===== config.mk =====
export PLATFORM = sky130hd
export DESIGN_NAME = status_report_unit
export DESIGN_NICKNAME = d
export VERILOG_FILES = /design/src/rtl/srs_pkg.sv /design/src/rtl/srs_sticky_reg.sv /design/src/rtl/srs_err_counter.sv /design/src/rtl/srs_service_req.sv /design/src/rtl/status_report_unit.sv
export SDC_FILE = /design/constraint.sdc
export NUM_CORES = 1
export LEC_CHECK = 0
export BUFFER_PORTS_ARGS = -buffer_cell sky130_fd_sc_hd__buf_2
export CAP_MARGIN = 20
export CORE_MARGIN = 10
export CORE_UTILIZATION = 45
export DETAILED_ROUTE_END_ITERATION = 7
export PLACE_DENSITY = 0.67
export SETUP_SLACK_MARGIN = 0.5
export SLEW_MARGIN = 20
export SYNTH_ARGS = -nofsm -noshare
export SYNTH_HDL_FRONTEND = slang
export SYNTH_SLANG_ARGS = --single-unit

===== constraint.sdc =====
create_clock -name clk_i -period 2.4 [get_ports clk_i]
set_clock_uncertainty 0.05 [all_clocks]
set_input_delay 0.36 -clock clk_i [delete_from_list [all_inputs] [get_ports clk_i]]
set_output_delay 0.36 -clock clk_i [all_outputs]
set_load 0.005 [all_outputs]

===== src/rtl/srs_pkg.sv =====
// Shared selector encoding and status byte bit positions.
// Assumes an 8-bit status byte and a 3-bit register selector.
package srs_pkg;
    typedef enum logic [2:0] {
        SEL_STB  = 3'd0,
        SEL_POLL = 3'd1,
        SEL_ESR  = 3'd2,
        SEL_ESE  = 3'd3,
        SEL_INR  = 3'd4,
        SEL_INE  = 3'd5,
        SEL_SRE  = 3'd6,
        SEL_CMR  = 3'd7
    } reg_sel_e;

    localparam int STB_W       = 8;
    localparam int ESR_USED    = 8;
    localparam int STB_ISB     = 0;
    localparam int STB_VAB     = 2;
    localparam int STB_MAV     = 4;
    localparam int STB_ESB     = 5;
    localparam int STB_RQS     = 6;
    localparam int CMD_ERR_BIT = 5;
endpackage


===== src/rtl/srs_sticky_reg.sv =====
// Sticky event register: pulses set bits, a clear empties it, and a set
// arriving with the clear wins. Also gives the masked OR summary.
module srs_sticky_reg #(
    parameter int W = 8
) (
    input  logic         clk_i,
    input  logic         rst_ni,
    input  logic [W-1:0] set_i,
    input  logic         clr_i,
    input  logic [W-1:0] mask_i,
    output logic [W-1:0] q_o,
    output logic         any_o
);
    // Hold event bits until cleared; new events override the clear.
    always_ff @(posedge clk_i) begin
        if (!rst_ni) q_o <= '0;
        else         q_o <= (q_o & ~{W{clr_i}}) | set_i;
    end

    // Summary of the enabled bits.
    assign any_o = |(q_o & mask_i);
endmodule


===== src/rtl/srs_err_counter.sv =====
// Saturating event counter with read-and-reset. An increment in the
// cycle of the reset leaves the count at one.
module srs_err_counter #(
    parameter int W = 8
) (
    input  logic         clk_i,
    input  logic         rst_ni,
    input  logic         inc_i,
    input  logic         clr_i,
    output logic [W-1:0] cnt_o
);
    localparam logic [W-1:0] CNT_MAX = {W{1'b1}};

    // Count, saturate, or restart on read.
    always_ff @(posedge clk_i) begin
        if (!rst_ni)                        cnt_o <= '0;
        else if (clr_i)                     cnt_o <= W'(inc_i);
        else if (inc_i && cnt_o != CNT_MAX) cnt_o <= cnt_o + 1'b1;
    end
endmodule


===== src/rtl/srs_service_req.sv =====
// Master summary and request-for-service flag. The summary is live.
// The flag latches when the summary rises and clears on poll or clear strobe.
module srs_service_req
    import srs_pkg::*;
(
    input  logic             clk_i,
    input  logic             rst_ni,
    input  logic [STB_W-1:0] stb_i,
    input  logic [STB_W-1:0] sre_i,
    input  logic             poll_clr_i,
    input  logic             cls_i,
    output logic             mss_o,
    output logic             rqs_o
);
    localparam logic [STB_W-1:0] SUM_MASK = ~(STB_W'(1) << STB_RQS);

    logic mss_d;

    // Summary over enabled bits, excluding the bit 6 position.
    assign mss_o = |(stb_i & sre_i & SUM_MASK);

    // Edge memory and request flag; a rising summary beats a clear.
    always_ff @(posedge clk_i) begin
        if (!rst_ni) begin
            mss_d <= 1'b0;
            rqs_o <= 1'b0;
        end else begin
            mss_d <= mss_o;
            rqs_o <= (rqs_o & ~(poll_clr_i | cls_i)) | (mss_o & ~mss_d);
        end
    end
endmodule


===== src/rtl/status_report_unit.sv =====
// Status reporting unit top: event and internal registers with masks,
// status byte, service request, error counter and a register port.
// Assumes single-cycle event pulses and no read and write in the same cycle.
module status_report_unit
    import srs_pkg::*;
#(
    parameter int DATA_W = 16,
    parameter int INR_W  = 16,
    parameter int CMR_W  = 8
) (
    input  logic              clk_i,
    input  logic              rst_ni,
    input  logic              host_rd_i,
    input  logic              host_wr_i,
    input  logic [2:0]        host_addr_i,
    input  logic [DATA_W-1:0] host_wdata_i,
    output logic [DATA_W-1:0] host_rdata_o,
    output logic              host_rvalid_o,
    input  logic              cls_i,
    input  logic              cmd_err_i,
    input  logic [7:0]        esr_evt_i,
    input  logic              val_adj_i,
    input  logic [INR_W-1:0]  int_evt_i,
    input  logic              mav_i,
    output logic              srq_o
);
    reg_sel_e                sel;
    logic                    rd_stb, rd_poll, rd_esr, rd_inr, rd_cmr;
    logic [ESR_USED-1:0]     esr_set, esr_q, ese_q;
    logic [INR_W-1:0]        inr_q, ine_q;
    logic [STB_W-1:0]        sre_q, stb;
    logic [CMR_W-1:0]        cmr_q;
    logic                    esb, isb, vab_q, mss, rqs;
    logic [DATA_W-1:0]       rd_mux;

    assign sel     = reg_sel_e'(host_addr_i);
    assign rd_stb  = host_rd_i && sel == SEL_STB;
    assign rd_poll = host_rd_i && sel == SEL_POLL;
    assign rd_esr  = host_rd_i && sel == SEL_ESR;
    assign rd_inr  = host_rd_i && sel == SEL_INR;
    assign rd_cmr  = host_rd_i && sel == SEL_CMR;

    // Command error joins the other event pulses at its fixed bit.
    always_comb begin
        esr_set = esr_evt_i;
        esr_set[CMD_ERR_BIT] = esr_evt_i[CMD_ERR_BIT] | cmd_err_i;
    end

    srs_sticky_reg #(.W(ESR_USED)) u_esr (
        .clk_i(clk_i), .rst_ni(rst_ni), .set_i(esr_set), .clr_i(cls_i | rd_esr),
        .mask_i(ese_q), .q_o(esr_q), .any_o(esb));

    srs_sticky_reg #(.W(INR_W)) u_inr (
        .clk_i(clk_i), .rst_ni(rst_ni), .set_i(int_evt_i), .clr_i(rd_inr),
        .mask_i(ine_q), .q_o(inr_q), .any_o(isb));

    // Value-adapted flag: latched, cleared by status byte query or clear strobe.
    always_ff @(posedge clk_i) begin
        if (!rst_ni) vab_q <= 1'b0;
        else         vab_q <= (vab_q & ~(cls_i | rd_stb)) | val_adj_i;
    end

    // Enable masks, written only through their own selectors.
    always_ff @(posedge clk_i) begin
        if (!rst_ni) begin
            ese_q <= '0;
            ine_q <= '0;
            sre_q <= '0;
        end else if (host_wr_i) begin
            if (sel == SEL_ESE) ese_q <= host_wdata_i[ESR_USED-1:0];
            if (sel == SEL_INE) ine_q <= host_wdata_i[INR_W-1:0];
            if (sel == SEL_SRE) sre_q <= host_wdata_i[STB_W-1:0];
        end
    end

    // Status byte assembly; bit 6 is filled per read type.
    always_comb begin
        stb          = '0;
        stb[STB_ISB] = isb;
        stb[STB_VAB] = vab_q;
        stb[STB_MAV] = mav_i;
        stb[STB_ESB] = esb;
    end

    srs_service_req u_srq (
        .clk_i(clk_i), .rst_ni(rst_ni), .stb_i(stb), .sre_i(sre_q),
        .poll_clr_i(rd_poll), .cls_i(cls_i), .mss_o(mss), .rqs_o(rqs));

    assign srq_o = mss;

    srs_err_counter #(.W(CMR_W)) u_cmr (
        .clk_i(clk_i), .rst_ni(rst_ni), .inc_i(cmd_err_i), .clr_i(rd_cmr),
        .cnt_o(cmr_q));

    // Read data selection.
    always_comb begin
        case (sel)
            SEL_STB:  rd_mux = DATA_W'(stb) | (DATA_W'(mss) << STB_RQS);
            SEL_POLL: rd_mux = DATA_W'(stb) | (DATA_W'(rqs) << STB_RQS);
            SEL_ESR:  rd_mux = DATA_W'(esr_q);
            SEL_ESE:  rd_mux = DATA_W'(ese_q);
            SEL_INR:  rd_mux = DATA_W'(inr_q);
            SEL_INE:  rd_mux = DATA_W'(ine_q);
            SEL_SRE:  rd_mux = DATA_W'(sre_q);
            SEL_CMR:  rd_mux = DATA_W'(cmr_q);
            default:  rd_mux = '0;
        endcase
    end

    // Registered read return.
    always_ff @(posedge clk_i) begin
        if (!rst_ni) begin
            host_rdata_o  <= '0;
            host_rvalid_o <= 1'b0;
        end else begin
            host_rvalid_o <= host_rd_i;
            if (host_rd_i) host_rdata_o <= rd_mux;
        end
    end
endmodule


==> impl_metrics.ini <==
[status]
status = completed

[synthesis]
synth.top_cell.area_share = 0.442
synth_area_leaders = dfxtp_1, nand2_1, a21boi_0
synthCells = 431
syn-num-nets = 483
synth_area_mm2 = 0.00380
synth-edff-count = 0
ys_seq_area_frac = 0.442
ys.flop_type = dfxtp_1
ys_types = 49
synthArstFlopShare = 0
ys.warnings.count = 0
synth-seq-cells = 84
synth_top_cell_by_area = dfxtp_1
synth.avg_cell_area_um2 = 8.82

[timing]
max_slew_margin = 0.616
tightest_slew_ns = 0.575
final_max_slew_viol_count = 0
rsz0062_at_grt = yes
finalCritPeriodShare = 0.854
setup_viol = 0
finalSetupTns_ns = 0
finalHoldViolations = 0
fmax_mhz = 488
fin_crit_ns = 2.05

[layout]
final_core_util = 0.557
drive_above_1_share = 0.275
nFillCells = 742
area_growth_pct = 20.3
final_nets = 554
final_area_mm2 = 0.00457
diodes = 0

[floorplan]
initial_core_util = 0.463
die-height_um = 112
rows = 33
die_w_um = 112
core_area_mm2 = 0.00822
die_area_mm2 = 0.0125
pin_count = 69

[global_routing]
grt_usage = 0.164
grt_pass1_wl_um = 17100
overflow = 0
antenna_found_initial = 0
grt_max_degree = 36
grt_pass1_vias = 3339

[clocking]
worstSkewPairLatency_ns = 0.36
cts_buffers = 9
clk_path_buf_depth = 2
tritoncts = done
cts.sinks = 84
clkTransAtPathRegs_ns = 0.09
h-tree-depth = 3
cts-root-buf = clkbuf_8

[setup_path]
cp_slowest_cell = dfxtp_2
worstPathCellList = a22o_1 > a221oi_2 > and4_4 > o21ai_2 > buf_2
crit_fanout = 3
cp-end-kind = output port
critPathBufInv = 1
reg2reg_slack_ns = 0.39
cpPeakStageDelay_ns = 0.34
critical-path-top-delay-family = compound AO/OA/AOI/OAI gates
worstPathArrival_ns = 1.64
startpoint_type = register
crit_type = register to output port
worstPathRequired_ns = 1.99

[detailed_routing]
postRouteAntennaNets = 0
drt_iter0_markers = 217
wirelength_um = 10400
viasPerCell = 5.47
vias = 3345
firstDrtPassIters = 5
drcViolationCount = 0
avgRoutedWirePerCell_um = 17.1

[pwr]
finalPower_w = 0.00286
power.density_mw_per_mm2 = 625
ir_drop_uv = 388
leakage_nw = 1.82

[place]
place_congestion = 0.849
dp_hpwl_um = 7590
io_buffers = 68
place_area_mm2 = 0.00419

[job]
maxCapViolCount = 0

[hold_path]
hp-class = input pin to register
cell families (layout without fill, tap and decap cells):
family / after synthesis / count (layout) / synth area share
buffers and inverters: 40 / 115 / 0.0467
XOR/XNOR: 5 / 5 / 0.0115
AND/OR/NAND/NOR: 155 / 155 / 0.198
adder cells (fa/ha/maj): 1 / 1 / 0.00329
AO/OA/AOI/OAI: 121 / 121 / 0.209
flip-flops: 84 / 84 / 0.442
multiplexers: 25 / 25 / 0.0888
synth_stat cells, types with 2 or more instances:
cell	count
nor2_1	15
mux4_1	4
inv_1	12
a31oi_1	3
clkbuf_2	2
buf_4	2
a211oi_1	3
buf_1	2
dfxtp_1	84
o21ai_0	16
o22ai_1	8
and3_1	2
a22oi_1	8
clkbuf_1	13
a21boi_0	32
mux2_2	4
nor3b_1	2
nor3_1	4
xnor2_1	5
nand2b_1	4
buf_2	8
a21oi_1	34
a22o_1	6
nand2_1	71
a221oi_1	4
and2_1	10
mux2i_1	15
nor2b_1	27
nand4_1	4
nand3_1	8
metrics by stage:
stage / setup slack (ns) / cells / hold slack [ns]
after floorplan: 0.754 / 431 / 0.389
after global placement: 0.422 / 582 / 0.415
after detailed placement: 0.382 / 582 / 0.419
after CTS: 0.345 / 609 / 0.162
after global routing: 0.302 / 611 / 0.165
final: 0.351 / 611 / 0.169
area by class of cell:
class	instances	area, µm²	area share
Multi-Input combinational cell	307	2000	0.437
Sequential cell	84	1700	0.372
Timing Repair Buffer	88	490	0.107
Clock buffer	12	165	0.0361
Tap cell	105	131	0.0287
Inverter	12	45.0	0.00985
Clock inverter	3	43.8	0.00958
power by group:
part	internal [W]	switching, W	leakage [nW]
clock	0.000563	0.000492	0.109
combinational	0.000147	0.000156	1.02
sequential	0.00145	0.0000519	0.694
total	0.00216	0.000700	1.82
what timing repair did:
action | in CTS | in global routing
pin swaps | 6 | 6
setup buffers | 12 | 2
gates resized for setup | 18 | 8
endpoints found under the setup margin | 1 | 4
hold buffers | 0 | 0
cells in the final DEF (no fill, tap or decap), types with 6 or more instances in the layout:
master / instances
a21oi_1: 34
a22o_1: 6
nor2b_1: 27
a21boi_0: 32
o21ai_0: 15
and2_1: 10
clkbuf_8: 12
inv_1: 12
buf_2: 68
dfxtp_2: 14
nand2_1: 71
buf_4: 20
o22ai_1: 8
dfxtp_1: 70
nor2_1: 15
nand3_1: 8
mux2i_1: 15
worst min-delay path: cells and delay by family:
kind,cells,cell delay (ns)
buffers and inverters,1,0.07
AND/OR/NAND/NOR,1,0.08
AO/OA/AOI/OAI,1,0.03
per-layer routing:
| metal | wire length [µm] | GRT usage | part of all wire |
|---|---|---|---|
| met1 | 4950 | 0.226 | 0.47 |
| met5 | 0 | 0 | 0 |
| met2 | 4640 | 0.239 | 0.45 |
| met4 | 183 | 0.0668 | 0.018 |
| met3 | 649 | 0.0370 | 0.062 |
sequential cells by signal, indices dropped and copies added, names as in the netlist:
register / cells
vab_q: 1
u_inr.q_o: 16
host_rvalid_o: 1
ese_q: 8
sre_q: 8
u_esr.q_o: 8
host_rdata_o: 16
u_srq.rqs_o: 1
u_cmr.cnt_o: 8
ine_q: 16
u_srq.mss_d: 1
worst paths after layout:
| check | from | endpoint | cells past startpoint |
|---|---|---|---|
| setup / recovery | ine_q[0] | srq_o | 5 |
| hold / removal | int_evt_i[7] | u_inr.q_o[7] | 3 |
| setup reg to reg | ese_q[4] | host_rdata_o[5] | 11 |
| hold reg to reg | ine_q[0] | ine_q[0] | 2 |
Power figures use the tool's default switching activity.
